File: src/rtl/cfs_pkg.sv
package cfs_pkg;

  typedef enum logic [2:0] {
    S_IDLE,
    S_WB_SCAN,
    S_WB_WAIT,
    S_INV,
    S_SC_FIRST,
    S_SC_SECOND,
    S_DONE
  } phase_e;

  localparam logic [1:0] LINE_INVALID = 2'b00;
  localparam logic [1:0] LINE_DIRTY   = 2'b11;

  localparam logic [1:0] SC_NONE  = 2'b00;
  localparam logic [1:0] SC_WB    = 2'b01;
  localparam logic [1:0] SC_INV   = 2'b10;
  localparam logic [1:0] SC_WBINV = 2'b11;

  // A line needs write-back only when both valid and modified bits are set.
  function automatic logic line_dirty(input logic [1:0] st);
    return st == LINE_DIRTY;
  endfunction

  // Code of the first special cycle for the captured mode.
  function automatic logic [1:0] first_sc_code(input logic two_cycles);
    return two_cycles ? SC_WB : SC_WBINV;
  endfunction

  // Linear position of a line across all levels.
  function automatic int unsigned line_pos(input int unsigned lvl,
                                           input int unsigned idx,
                                           input int unsigned lines);
    return lvl * lines + idx;
  endfunction

endpackage

File: src/rtl/cfs_walker.sv
module cfs_walker
  import cfs_pkg::*;
#(
  parameter int NUM_LEVELS = 3,
  parameter int LINES      = 8,
  parameter int LVL_W      = 2,
  parameter int IDX_W      = 3
) (
  input  logic             clk,
  input  logic             rst,
  input  logic             step,
  output logic [LVL_W-1:0] cur_lvl,
  output logic [IDX_W-1:0] cur_idx,
  output logic             at_last
);

  localparam logic [LVL_W-1:0] LVL_LAST = LVL_W'(NUM_LEVELS - 1);
  localparam logic [IDX_W-1:0] IDX_LAST = IDX_W'(LINES - 1);

  logic idx_wrap;
  assign idx_wrap = (cur_idx == IDX_LAST);
  assign at_last  = idx_wrap && (cur_lvl == LVL_LAST);

  always_ff @(posedge clk) begin
    if (rst) begin
      cur_lvl <= '0;
      cur_idx <= '0;
    end else if (step) begin
      if (at_last) begin
        cur_lvl <= '0;
        cur_idx <= '0;
      end else if (idx_wrap) begin
        cur_lvl <= cur_lvl + 1'b1;
        cur_idx <= '0;
      end else begin
        cur_idx <= cur_idx + 1'b1;
      end
    end
  end

  int unsigned pos_now;
  assign pos_now = line_pos(int'(cur_lvl), int'(cur_idx), LINES);

  assert_walk_ascending_R5: assert property (@(posedge clk) disable iff (rst)
    (step && !at_last) |=> (pos_now == $past(pos_now) + 1));

  assert_walk_wrap_R5: assert property (@(posedge clk) disable iff (rst)
    (step && at_last) |=> (pos_now == 0));

  assert_walk_still_R4: assert property (@(posedge clk) disable iff (rst)
    !step |=> (pos_now == $past(pos_now)));

endmodule

File: src/rtl/cfs_ctrl.sv
module cfs_ctrl
  import cfs_pkg::*;
(
  input  logic       clk,
  input  logic       rst,
  input  logic       flush_req,
  input  logic       two_cycle_mode,
  input  logic       cur_dirty,
  input  logic       at_last,
  input  logic       wb_ack,
  input  logic       sc_ready,
  output logic       step,
  output logic       inv_en,
  output logic       wb_req,
  output logic       sc_valid,
  output logic [1:0] sc_type,
  output logic       flush_done
);

  phase_e state_q, state_d;
  logic   mode_q;
  logic   wb_accept;
  logic   sc_accept;
  logic   start;

  assign wb_accept = wb_req && wb_ack;
  assign sc_accept = sc_valid && sc_ready;
  assign start     = (state_q == S_IDLE) && flush_req;

  always_comb begin
    state_d = state_q;
    step    = 1'b0;
    inv_en  = 1'b0;
    unique case (state_q)
      S_IDLE:      if (flush_req) state_d = S_WB_SCAN;
      S_WB_SCAN: begin
        if (cur_dirty) begin
          state_d = S_WB_WAIT;
        end else begin
          step = 1'b1;
          if (at_last) state_d = S_INV;
        end
      end
      S_WB_WAIT: begin
        if (wb_ack) begin
          step    = 1'b1;
          state_d = at_last ? S_INV : S_WB_SCAN;
        end
      end
      S_INV: begin
        step   = 1'b1;
        inv_en = 1'b1;
        if (at_last) state_d = S_SC_FIRST;
      end
      S_SC_FIRST:  if (sc_ready) state_d = mode_q ? S_SC_SECOND : S_DONE;
      S_SC_SECOND: if (sc_ready) state_d = S_DONE;
      S_DONE:      state_d = S_IDLE;
      default:     state_d = S_IDLE;
    endcase
  end

  always_ff @(posedge clk) begin
    if (rst) begin
      state_q <= S_IDLE;
      mode_q  <= 1'b0;
    end else begin
      state_q <= state_d;
      if (start) mode_q <= two_cycle_mode;
    end
  end

  assign wb_req     = (state_q == S_WB_WAIT);
  assign sc_valid   = (state_q == S_SC_FIRST) || (state_q == S_SC_SECOND);
  assign flush_done = (state_q == S_DONE);

  always_comb begin
    sc_type = SC_NONE;
    if (state_q == S_SC_FIRST)  sc_type = first_sc_code(mode_q);
    if (state_q == S_SC_SECOND) sc_type = SC_INV;
  end

  assert_sc_hold_R7: assert property (@(posedge clk) disable iff (rst)
    (sc_valid && !sc_ready) |=> (sc_valid && $stable(sc_type)));

  assert_sc_second_R6: assert property (@(posedge clk) disable iff (rst)
    (sc_accept && sc_type == SC_WB) |=> (sc_valid && sc_type == SC_INV));

  assert_done_pulse_R8: assert property (@(posedge clk) disable iff (rst)
    flush_done |=> !flush_done);

  assert_done_after_sc_R8: assert property (@(posedge clk) disable iff (rst)
    flush_done |-> $past(sc_accept));

  assert_inv_after_wb_R1: assert property (@(posedge clk) disable iff (rst)
    $rose(inv_en) |-> $past(state_q == S_WB_SCAN || state_q == S_WB_WAIT));

  assert_scan_entry_R9: assert property (@(posedge clk) disable iff (rst)
    (state_q == S_WB_SCAN) |->
      $past(state_q == S_IDLE || state_q == S_WB_SCAN || state_q == S_WB_WAIT));

  assert_wb_progress_R4: assert property (@(posedge clk) disable iff (rst)
    wb_accept |=> !wb_req || (state_q == S_WB_WAIT && $past(!at_last)));

endmodule

File: src/rtl/cfs_lineport.sv
module cfs_lineport
  import cfs_pkg::*;
#(
  parameter int NUM_LEVELS = 3,
  parameter int LVL_W      = 2,
  parameter int IDX_W      = 3,
  parameter int TAG_W      = 12
) (
  input  logic [LVL_W-1:0]            cur_lvl,
  input  logic [IDX_W-1:0]            cur_idx,
  input  logic                        inv_en,
  input  logic [NUM_LEVELS*2-1:0]     st_state,
  input  logic [NUM_LEVELS*TAG_W-1:0] st_tag,
  output logic [NUM_LEVELS*IDX_W-1:0] st_idx,
  output logic [NUM_LEVELS-1:0]       st_we,
  output logic [1:0]                  cur_state,
  output logic [TAG_W-1:0]            cur_tag
);

  for (genvar l = 0; l < NUM_LEVELS; l++) begin : g_level
    logic hit;
    assign hit = (cur_lvl == LVL_W'(l));
    assign st_idx[l*IDX_W +: IDX_W] = hit ? cur_idx : '0;
    assign st_we[l]                 = hit && inv_en;
  end

  always_comb begin
    cur_state = LINE_INVALID;
    cur_tag   = '0;
    for (int l = 0; l < NUM_LEVELS; l++) begin
      if (cur_lvl == LVL_W'(l)) begin
        cur_state = st_state[l*2 +: 2];
        cur_tag   = st_tag[l*TAG_W +: TAG_W];
      end
    end
  end

endmodule

File: src/rtl/cache_flush_seq.sv
module cache_flush_seq
  import cfs_pkg::*;
#(
  parameter int NUM_LEVELS = 3,
  parameter int LINES      = 8,
  parameter int TAG_W      = 12,
  parameter int LVL_W      = (NUM_LEVELS > 1) ? $clog2(NUM_LEVELS) : 1,
  parameter int IDX_W      = (LINES > 1) ? $clog2(LINES) : 1
) (
  input  logic                        clk,
  input  logic                        rst,
  input  logic                        flush_req,
  input  logic                        two_cycle_mode,
  output logic                        flush_done,
  output logic [NUM_LEVELS*IDX_W-1:0] st_idx,
  input  logic [NUM_LEVELS*2-1:0]     st_state,
  input  logic [NUM_LEVELS*TAG_W-1:0] st_tag,
  output logic [NUM_LEVELS-1:0]       st_we,
  output logic [1:0]                  st_wstate,
  output logic                        wb_req,
  output logic [LVL_W-1:0]            wb_level,
  output logic [IDX_W-1:0]            wb_index,
  output logic [TAG_W-1:0]            wb_tag,
  input  logic                        wb_ack,
  output logic                        sc_valid,
  output logic [1:0]                  sc_type,
  input  logic                        sc_ready
);

  logic [LVL_W-1:0] cur_lvl;
  logic [IDX_W-1:0] cur_idx;
  logic             at_last;
  logic             step;
  logic             inv_en;
  logic [1:0]       cur_state;
  logic [TAG_W-1:0] cur_tag;
  logic             cur_dirty;

  assign cur_dirty = line_dirty(cur_state);

  cfs_walker #(
    .NUM_LEVELS(NUM_LEVELS), .LINES(LINES), .LVL_W(LVL_W), .IDX_W(IDX_W)
  ) u_walker (
    .clk(clk), .rst(rst), .step(step),
    .cur_lvl(cur_lvl), .cur_idx(cur_idx), .at_last(at_last)
  );

  cfs_lineport #(
    .NUM_LEVELS(NUM_LEVELS), .LVL_W(LVL_W), .IDX_W(IDX_W), .TAG_W(TAG_W)
  ) u_port (
    .cur_lvl(cur_lvl), .cur_idx(cur_idx), .inv_en(inv_en),
    .st_state(st_state), .st_tag(st_tag),
    .st_idx(st_idx), .st_we(st_we),
    .cur_state(cur_state), .cur_tag(cur_tag)
  );

  cfs_ctrl u_ctrl (
    .clk(clk), .rst(rst),
    .flush_req(flush_req), .two_cycle_mode(two_cycle_mode),
    .cur_dirty(cur_dirty), .at_last(at_last),
    .wb_ack(wb_ack), .sc_ready(sc_ready),
    .step(step), .inv_en(inv_en), .wb_req(wb_req),
    .sc_valid(sc_valid), .sc_type(sc_type), .flush_done(flush_done)
  );

  assign st_wstate = LINE_INVALID;
  assign wb_level  = cur_lvl;
  assign wb_index  = cur_idx;
  assign wb_tag    = cur_tag;

  assert_wb_hold_R4: assert property (@(posedge clk) disable iff (rst)
    (wb_req && !wb_ack) |=>
      (wb_req && $stable(wb_level) && $stable(wb_index) && $stable(wb_tag)));

  assert_wb_only_dirty_R3: assert property (@(posedge clk) disable iff (rst)
    wb_req |-> line_dirty(cur_state));

  assert_we_onehot_R5: assert property (@(posedge clk) disable iff (rst)
    $onehot0(st_we));

  assert_no_we_during_wb_R1: assert property (@(posedge clk) disable iff (rst)
    (st_we != '0) |-> !wb_req);

  assert_reset_idle_R10: assert property (@(posedge clk)
    $past(rst) |-> (!wb_req && st_we == '0 && !sc_valid && !flush_done));

endmodule

File: config.mk
export PLATFORM = sky130hd
export DESIGN_NAME = cache_flush_seq
export DESIGN_NICKNAME = d
export VERILOG_FILES = /design/src/rtl/cfs_pkg.sv /design/src/rtl/cfs_walker.sv /design/src/rtl/cfs_ctrl.sv /design/src/rtl/cfs_lineport.sv /design/src/rtl/cache_flush_seq.sv
export SDC_FILE = /design/constraint.sdc
export NUM_CORES = 1
export LEC_CHECK = 0
export BUFFER_PORTS_ARGS = -buffer_cell sky130_fd_sc_hd__buf_2
export CAP_MARGIN = 20
export CORE_ASPECT_RATIO = 1.25
export CORE_MARGIN = 2
export CORE_UTILIZATION = 38
export CTS_CLUSTER_DIAMETER = 120
export CTS_CLUSTER_SIZE = 30
export DETAILED_ROUTE_END_ITERATION = 16
export PLACE_DENSITY_LB_ADDON = 0.3
export SYNTH_ARGS = -nofsm -noshare
export SYNTH_HDL_FRONTEND = slang
export SYNTH_SLANG_ARGS = --single-unit
export TNS_END_PERCENT = 100
File: constraint.sdc
create_clock -name clk -period 1.6 [get_ports clk]
set_input_delay 0.16 -clock clk [delete_from_list [all_inputs] [get_ports clk]]
set_output_delay 0.16 -clock clk [all_outputs]
set_load 0.05 [all_outputs]
# Word level (Yosys, flattened, before mapping)
# Index checks and enable logic that the tools add are counted.
[totals]
regBits = 9
inputBits = 48
[classes]
add_sub_neg = 2
eq_ne = 16
mux = 30
n_reduce_logical = 11
[op_table]
columns = ["cell", "n"]
rows = [
  ["$mux 12", 3],
  ["$mux 3", 12],
  ["$mux 2", 10],
  ["$pmux 3 s6", 1],
  ["$eq 3x3->1 const B", 4],
  ["$eq 3x2->1 const B", 2],
  ["$ne 2x2->1 const B", 3],
  ["$reduce_and 6->1", 1],
  ["$logic_and 1x1->1", 5],
  ["$eq 2x2->1 const B", 2],
  ["$ne 2x1->1 const B", 2],
  ["$add 3x1->3 const B", 1],
  ["$eq 3x1->1 const B", 1],
  ["$logic_not 3->1", 1],
  ["$mux 1", 3],
  ["$ne 3x2->1 const B", 1],
  ["$pmux 1 s3", 1],
  ["$add 2x1->2 const B", 1],
  ["$eq 2x1->1 const B", 1],
  ["$logic_not 2->1", 1],
  ["$reduce_and 2->1", 1],
  ["$reduce_bool 2->1", 1],
  ["$logic_or 1x1->1", 1],
]

# Longest topological paths before layout
# Gate-level depths: netlist of the first run.
[depth]
ltp_word = 8
mapped_depth = 7
ltp_nobuf = 6

# Cells and area by module
# Synthesis of the first run repeated with hierarchy kept, for this count alone.
[unflattened]
hier_cells = 113
area_unflattened_um2 = 1081.0
[by_module_without_submodules]
columns = ["module", "instances", "cells_each", "area_each_um2", "seq_area_each_um2"]
rows = [
  ["cfs_lineport", 1, 49, 494.2, 0.0],
  ["cfs_ctrl", 1, 38, 315.3, 80.1],
  ["cfs_walker", 1, 22, 246.5, 100.1],
  ["cache_flush_seq", 1, 4, 25.0, 0.0],
]

# Worst setup path before layout of the first run
# No wires, ideal clock.
[synth_timing]
path_kind = "register to output"
start = "register u_walker.cur_lvl[0]"
end = "output wb_tag[10]"
arrival_ps = 2354
required_ps = 1440
path_slack_ps = -914
stages_incl_launch_ff = 5
path_cell_list = "dfxtp_1 buf_2 clkbuf_4 mux2i_1 o21ai_0"
[synth_between]
elab_chain_len = 4
[synth_rtl]
columns = ["item", "line_no", "rtl"]
rows = [
  ["start: declaration", "cfs_walker.sv:12", "output logic [LVL_W-1:0] cur_lvl,"],
  ["start signal: assignment", "cfs_walker.sv:33", "cur_lvl <= cur_lvl + 1'b1;"],
  ["$logic_not 2->1", "cfs_lineport.sv:31", "if (cur_lvl == LVL_W'(l)) begin"],
  ["$mux 12 (2 in a row)", "cfs_lineport.sv:31", ""],
  ["$mux 12 (*)", "cfs_lineport.sv:31", ""],
  ["end: declaration", "cache_flush_seq.sv:23", "output logic [TAG_W-1:0] wb_tag,"],
]
# Every way passes the cells marked *; elsewhere a longest branch is shown, timed or not.

# Worst setup path after layout of the first run
[layout_timing]
start = "register u_walker.cur_lvl[0]"
end = "output st_idx[5]"
[layout_between]
elab_chain_len = 2
[layout_rtl]
columns = ["item", "line_no", "rtl"]
rows = [
  ["$eq 2x1->1", "cfs_lineport.sv:22", "assign hit = (cur_lvl == LVL_W'(l));"],
  ["$mux 3", "cfs_lineport.sv:23", "assign st_idx[l*IDX_W +: IDX_W] = hit ? cur_idx : '0;"],
  ["end: declaration", "cache_flush_seq.sv:15", "output logic [NUM_LEVELS*IDX_W-1:0] st_idx,"],
]
# Every way passes these cells.

==> out/results.tsv, run 1 <==
metric	value	unit
WHS Path Cells	3	
clk buf depth	2	
Antenna Nets Post-Route	0	
commonest non-fill, non-tap cell in the layout	buf_2	
I/O pin count	84	
Die W	49.01	um
number of diodes	0	
Async S/R FF share, synth	0	%
first-pass GRT wire length	5223	um
area of the die	0.002953	sq mm
Setup crit end kind	output pin	
Detailed Route WL	3363	um
Worst EP arrival	1440	ps
Die Ht	60.26	um
Row Count	20	
Critical Path Start Type	flip-flop	
H-tree Lvls	1	
Synth Warn #	0	
number of global-route vias before repair	1240	
Avg Cell Area, Syn	7.234	sq um
number of flops mapped to enable cells by yosys	0	
Setup WS pre-CTS	90.48	ps
final setup violation count	1	
Hold Buf Count CTS	0	
RSZ-0062 raised after global routing	yes	
synth-to-layout area growth	82.18	%
CP peak stage delay	430	ps
Hold Slack	153.2	ps
post-synthesis sequential area ratio	18.73	%
slowest CP cell	dfxtp_4	
crit-path cells	buf_12 > and2b_2 > and2_1 > buf_4	
CTS Sinks	9	
final hold vios	0	
Final nets	271	
Post-route DRC	0	
fillers	198	
data required time of the worst path	1440	ps
Synth area leaders	dfxtp_1, mux2i_1, o21ai_0	
WL/cell	13.29	um
commonest cells after routing, fill and taps aside	buf_2, buf_4, nand2_1	
VDD IR-drop max	0.3037	mV
layout cells sized above 1	58.18	%
total congestion overflow	0	
Most used DFF post-synth	dfxtp_1	
Crit Path Class	flip-flop to output pin	
Clock Pin Slew Worst Setup and Hold Paths	70	ps
share of the synthesized area in the top cell type	18.73	%
Slew Limit Fails	0	
final worst-path setup slack	-0.8565	ps
dpl hpwl	2457	um
Syn Inst Count	133	
Pre-antenna DRT Iters	5	
reg2reg path depth	6	
vias per cell	5.028	
Initial DRC Count	23	
CTS tree	built	
maxcap violations	0	
Pwr Density	491.7	mW/mm^2
class of the worst hold path	input pin to flip-flop	
clk_lat worst skew	270	ps
vias	1272	
violated checks	negative setup slack	
post-synthesis cell type count	38	
Total GRT Usage	22.32	%
CTS buffer count	3	
static leakage	0.0008312	uW
largest net degree at the start of global routing	13	
initial antenna violation count	0	
Final Wtd Congestion	0.8399	
reg-to-reg slack, setup	60	ps
Final Critical Period	1601	ps
Tcrit/Tclk final	100.1	%
core box area	0.002427	sq mm
area of the mapped netlist	962.2	sq um
maximum clock frequency	624.7	MHz
FF+latch count, synth	9	
clock skew	8.531	ps
CP Max Fanout	10	
initial core utilization	39.64	%
IO Port Bufs	81	
outcome	finished, violations left	
root buf cell	clkbuf_4	
cell taking the most area after synthesis	dfxtp_1	
metrics by stage:
stage / utilization [%] / TNS [ps] / instance area [sq um] / power (uW) / std cells
final: 72.22 / -0.8565 / 1753 / 861.8 / 253
after global routing: 72.22 / -276.2 / 1753 / 903.7 / 253
after CTS: 68.35 / 0 / 1659 / 842.2 / 251
after detailed placement: 63.81 / 0 / 1549 / 649.7 / 246
after global placement: 63.81 / 0 / 1549 / 643.3 / 246
after floorplan: - / 0 / 1101 / 536.2 / 134
area by class of cell:
class	count	area [sq um]	share of cell area, %
Inverter	3	11.26	0.6424
Sequential cell	9	192.7	10.99
Clock buffer	4	26.28	1.499
Tap cell	33	41.29	2.355
Timing Repair Buffer	94	618.1	35.26
Multi-Input combinational cell	110	863.3	49.25
synth_stat cells (all sizes together), types with 2 or more instances:
library cell and number:
nand2 18, and3 4, nor3b 2, nand3 3, inv 3, a31oi 2
o21ai 16, and2 9, nand4b 2, nor2b 3, clkbuf 2, mux2i 16
buf 10, ha 2, dfxtp 9, nor2 9, a21oi 8
where the power goes:
group          total [uW]  switching (uW)  internal, uW
sequential            264            25.6           239
clock                 184            87.3          96.3
combinational         414             247           167
total                 862             360           502
registers in the layout, summed over array words and instances (netlist names):
signal and count:
u_ctrl.mode_q 1, u_walker.cur_idx 3, u_ctrl.state_q 3, u_walker.cur_lvl 2
critical path, delay by kind of cell (launching register included):
kind	cells	cell delay [ps]
buf+inv	2	370
simple gates	2	360
flops	1	430
worst paths after layout:
path | startpoint | end
setup / recovery | u_walker.cur_lvl[0]$_SDFFE_PP0P_ | st_idx[5]
hold / removal | two_cycle_mode | u_ctrl.mode_q$_SDFFE_PP0P_
setup reg to reg | u_walker.cur_lvl[1]$_SDFFE_PP0P_ | u_ctrl.state_q[0]$_SDFFE_PP0P_
hold reg to reg | u_ctrl.mode_q$_SDFFE_PP0P_ | u_ctrl.mode_q$_SDFFE_PP0P_
logic make-up after synthesis:
logic type / count (synthesis) / synth area share (%)
simple gates: 57 / 32.51
compound gates: 33 / 20.55
mux: 16 / 16.64
buf+inv: 15 / 8.582
flops: 9 / 18.73
fa+ha+maj: 2 / 2.600
other cells: 1 / 0.3897
repair_timing:
action	in CTS	in global routing
resized for setup	28	25
endpoints found under the setup margin	21	25
endpoints found under the hold margin	0	0
setup buffers	1	2
per-layer routing:
layer / routed length, um / track usage (%) / up-vias
met3: 253 / 4.000 / 9
met5: 0 / 0 / -
li1: - / - / 642
met2: 1804 / 44.23 / 62
met1: 1242 / 23.68 / 559
met4: 63 / 7.755 / 0
Note: power is estimated with default switching activity, not from simulation.
==> run 2: changes to the inputs <==
- CORE_UTILIZATION: 38 -> 40
- clock period: 1.6 -> 1.9 ns (I/O delays scaled with it)
==> out/results.tsv, run 2 (synthesis gave the netlist of run 1 again) <==
metric	value	unit
outcome	finished clean	
Die W	47.87	um
Total GRT Usage	21.83	%
Finished Layout Cells	244	
Row Count	19	
number of global-route vias before repair	1141	
maxcap violations	0	
Die Ht	58.84	um
CTS tree	built	
class of the worst hold path	input pin to flip-flop	
maximum clock frequency	563.4	MHz
initial core utilization	43.06	%
Clock Pin Slew Worst Setup and Hold Paths	60	ps
Setup crit end kind	output pin	
CP Max Fanout	12	
post-CTS setup buffers	0	
first-pass GRT wire length	4526	um
CTS Sinks	9	
Critical Path Sink	st_we[0]	
H-tree Lvls	1	
Top Registers	u_ctrl.state_q (3), u_walker.cur_idx (3), u_walker.cur_lvl (2)	
Pwr Density	450.1	mW/mm^2
data required time of the worst path	1710	ps
Initial DRC Count	18	
WL/cell	12.14	um
Final nets	264	
DP Area	0.001490	sq mm
Detailed Route WL	2961	um
VDD IR-drop max	0.3459	mV
area of the die	0.002816	sq mm
register area	182.7	sq um
initial antenna violation count	0	
IO Port Bufs	81	
vias per cell	5.033	
layout cells sized above 1	50.23	%
final hold vios	0	
Crit path depth	3	
FF-to-FF Start	u_ctrl.state_q[0]$_SDFFE_PP0P_	
placed cells	240	
RSZ-0062 raised after global routing	no	
Final Critical Period	1775	ps
root buf cell	clkbuf_4	
Critical Path Start Type	flip-flop	
clk buf depth	2	
reg-to-reg slack, setup	310	ps
slowest CP cell	dfxtp_1	
Setup WS pre-CTS	243.8	ps
Final Wtd Congestion	0.8479	
Crit Path Class	flip-flop to output pin	
total congestion overflow	0	
final worst-path setup slack	124.9	ps
Post-route DRC	0	
clock skew	5.044	ps
CP peak stage delay	570	ps
Pre-antenna DRT Iters	4	
setup TNS	0	ps
Tcrit/Tclk final	93.43	%
clk_lat worst skew	270	ps
CP startpoint	u_ctrl.state_q[0]$_SDFFE_PP0P_	
Hold Slack	177.1	ps
final instance area	0.001521	sq mm
dpl hpwl	2449	um
Largest delay share family, worst path	flip-flops	
reg2reg path depth	5	
fillers	218	
commonest cells after routing, fill and taps aside	buf_2, nand2_1, mux2i_1	
number of diodes	0	
Slew Limit Fails	0	
r2r endpoint	u_ctrl.state_q[1]$_SDFFE_PP0P_	
multi-input logic area	809.5	sq um
vias	1228	
crit-path cells	nor2b_1 > and3_1 > buf_2	
commonest non-fill, non-tap cell in the layout	buf_2	
Critical path buffers and inverters	1	
core box area	0.002235	sq mm
Antenna Nets Post-Route	0	
final setup violation count	0	
I/O pin count	84	
largest net degree at the start of global routing	17	
CTS buffer count	3	
Worst EP arrival	1590	ps
static leakage	0.0007523	uW
synth-to-layout area growth	58.13	%
[run 2: worst min-delay path by stage]
| stage | slack [ps] | start | cells after the start | end |
|---|---|---|---|---|
| after global routing | 190 | two_cycle_mode | 3 | u_ctrl.mode_q$_SDFFE_PP0P_ |
| after global placement | 450 | two_cycle_mode | 3 | u_ctrl.mode_q$_SDFFE_PP0P_ |
| after floorplan | 340 | two_cycle_mode | 2 | u_ctrl.mode_q$_SDFFE_PP0P_ |
| after detailed placement | 460 | two_cycle_mode | 3 | u_ctrl.mode_q$_SDFFE_PP0P_ |
| final | 180 | two_cycle_mode | 3 | u_ctrl.mode_q$_SDFFE_PP0P_ |
| after CTS | 180 | two_cycle_mode | 3 | u_ctrl.mode_q$_SDFFE_PP0P_ |
[run 2: cell type report]
cell class / count / area share (%)
inverter: 3 / 0.7401
clock buffer: 4 / 1.727
tap: 31 / 2.549
sequential: 9 / 12.01
timing repair buffer: 87 / 29.77
multi-input combinational: 110 / 53.21
[run 2: worst min-delay path, delay by kind of cell]
family                 cells  cell delay [ps]
buffers and inverters      1              100
and+or+nand+nor            1               50
AOI/OAI and AO/OA          1               50
[run 2: repair_timing]
action | in CTS | in global routing
endpoints found under the setup margin | 9 | 1
pin swaps | 0 | 0
gates resized for setup | 2 | 1
hold buffers | 0 | 0
[run 2: metrics by stage]
| step | total power [uW] | util [%] |
|---|---|---|
| finish | 684.7 | 68.09 |
| global route | 720.0 | 68.09 |
| CTS | 691.1 | 67.97 |
| detailed placement | 536.0 | 66.69 |
| global placement | 527.9 | 66.69 |
| floorplan | 446.7 | - |
[run 2: layer usage]
| layer | track usage, % | share of wire, % | vias up |
|---|---|---|---|
| met3 | 3.067 | 8.1 | 4 |
| met5 | 0 | 0 | - |
| met4 | 6.950 | 1.1 | 0 |
| met2 | 43.05 | 53 | 65 |
| met1 | 21.47 | 38 | 535 |
| li1 | - | - | 624 |
[run 2: where the power goes]
part	internal (uW)	switching (uW)	leakage [uW]
combinational	110	193	0.000663
sequential	202	28.0	0.0000744
clock	81.1	71.1	0.0000150
total	393	292	0.000752
==> run 3: changes to the inputs <==
- BUFFER_PORTS_ARGS: -buffer_cell sky130_fd_sc_hd__buf_2 -> -buffer_cell sky130_fd_sc_hd__buf_4
- CAP_MARGIN: 20 -> not set
- PLACE_DENSITY: not set -> 0.94
- PLACE_DENSITY_LB_ADDON: 0.3 -> not set
==> out/results.tsv, run 3 (synthesis gave the netlist of run 1 again) <==
metric	value	unit
CTS buffer count	3	
Final Wtd Congestion	0.8392	
Critical path buffers and inverters	2	
Critical Path Start Type	flip-flop	
Row Count	19	
first-pass GRT wire length	5264	um
Crit path top cell by count	buf_4	
vias per cell	5.352	
VDD IR-drop max	0.2578	mV
outcome	finished clean	
post-CTS setup buffers	0	
fillers	166	
core box area	0.002235	sq mm
Largest delay share family, worst path	buffers and inverters	
GRT met1 Usage	26.83	%
Slew Limit Fails	0	
Crit Path Class	flip-flop to output pin	
GR Util met3	6.135	%
DP Area	0.001693	sq mm
final hold vios	0	
Final Critical Period	1779	ps
crit-path cells	buf_4 > mux2i_1 > o21ai_4 > buf_4	
CTS Sinks	9	
vias	1306	
IO Port Bufs	81	
Die Ht	58.84	um
Detailed Route WL	3540	um
r2r endpoint	u_ctrl.state_q[1]$_SDFFE_PP0P_	
initial antenna violation count	0	
WL/cell	14.51	um
final instance area	0.001722	sq mm
CP peak stage delay	430	ps
Worst EP arrival	1590	ps
clk_lat worst skew	270	ps
Tcrit/Tclk final	93.62	%
number of diodes	0	
reg2reg path depth	6	
data required time of the worst path	1710	ps
synth-to-layout area growth	78.93	%
Final nets	264	
Die W	47.87	um
maxcap violations	0	
Post-route DRC	0	
WHS Path Cells	2	
largest net degree at the start of global routing	17	
Pwr Density	429.0	mW/mm^2
Hold EP	u_walker.cur_lvl[1]$_SDFFE_PP0P_	
setup TNS	0	ps
static leakage	0.0008018	uW
commonest non-fill, non-tap cell in the layout	buf_4	
class of the worst hold path	input pin to flip-flop	
maximum clock frequency	562.2	MHz
Most Used Layer, Global Route	met2	
Total GRT Usage	25.83	%
dpl hpwl	2983	um
Initial DRC Count	28	
I/O pin count	84	
FF-to-FF Start	u_walker.cur_idx[0]$_SDFFE_PP0P_	
clock skew	12.70	ps
CP Max Fanout	13	
Pre-antenna DRT Iters	4	
Antenna Nets Post-Route	0	
number of global-route vias before repair	1267	
layout cells sized above 1	50.23	%
final setup violation count	0	
H-tree Lvls	1	
area of the die	0.002816	sq mm
Final Util	77.04	%
Top Registers	u_ctrl.state_q (3), u_walker.cur_idx (3), u_walker.cur_lvl (2)	
root buf cell	clkbuf_4	
Setup crit end kind	output pin	
slowest CP cell	dfxtp_2	
hold_sp	rst	
CTS tree	built	
met2 usage	48.19	%
Clock Pin Slew Worst Setup and Hold Paths	70	ps
reg-to-reg slack, setup	280	ps
RSZ-0062 raised after global routing	no	
total congestion overflow	0	
clk buf depth	2	
commonest cells after routing, fill and taps aside	buf_4, nand2_1, mux2i_1	
initial core utilization	43.06	%
[run 3: cell types whose count changed in the layout (fill, tap and decap cells not counted), sizes merged]
cell,before,now
buf,86,87
clkbuf,5,4
[run 3: area by class of cell]
type | instances | area (sq um) | area share, %
flip-flops and latches | 9 | 182.7 | 10.61
well taps | 31 | 38.79 | 2.253
multi-input cells | 110 | 809.5 | 47.02
inverters | 3 | 11.26 | 0.6541
repair buffers | 87 | 653.1 | 37.94
clock buffers | 4 | 26.28 | 1.526
[run 3: worst max path at each step]
stage	start	cells after the start	to	slack, ps
floorplan	u_walker.cur_lvl[0]$_SDFFE_PP0P_	4	wb_tag[10]	-270
global placement	u_walker.cur_lvl[1]$_SDFFE_PP0P_	4	st_idx[3]	330
detailed placement	u_walker.cur_lvl[1]$_SDFFE_PP0P_	5	u_walker.cur_lvl[0]$_SDFFE_PP0P_	290
CTS	u_walker.cur_lvl[0]$_SDFFE_PP0P_	4	wb_tag[3]	0.7
global route	u_walker.cur_lvl[0]$_SDFFE_PP0P_	4	st_idx[3]	40
finish	u_walker.cur_lvl[0]$_SDFFE_PP0P_	4	wb_tag[3]	120
[run 3: repair_timing]
action / in CTS / in global routing
hold buffers: 0 / 0
gates resized for setup: 1 / 1
endpoints found under the setup margin: 1 / 14
[run 3: layer usage]
layer,up-vias,share of wire [%]
met5,-,0
met4,0,0.90
met2,74,55
met1,603,35
li1,625,-
met3,4,9.3
[run 3: where the power goes]
part,total [uW],switching [uW],leakage (uW),internal (uW)
clock network,151,69.7,0.0000150,80.9
logic,363,207,0.000712,156
registers,225,23.5,0.0000744,202
[run 3: stage by stage]
step,setup slack [ps],hold slack [ps],total power (uW),std cells
after floorplan,-267.6,337.5,446.7,134
after global placement,326.0,438.8,580.7,240
after detailed placement,287.8,445.7,591.6,240
after CTS,0.7273,165.7,737.2,244
after global routing,44.61,168.6,776.1,244
final,121.2,159.6,738.7,244
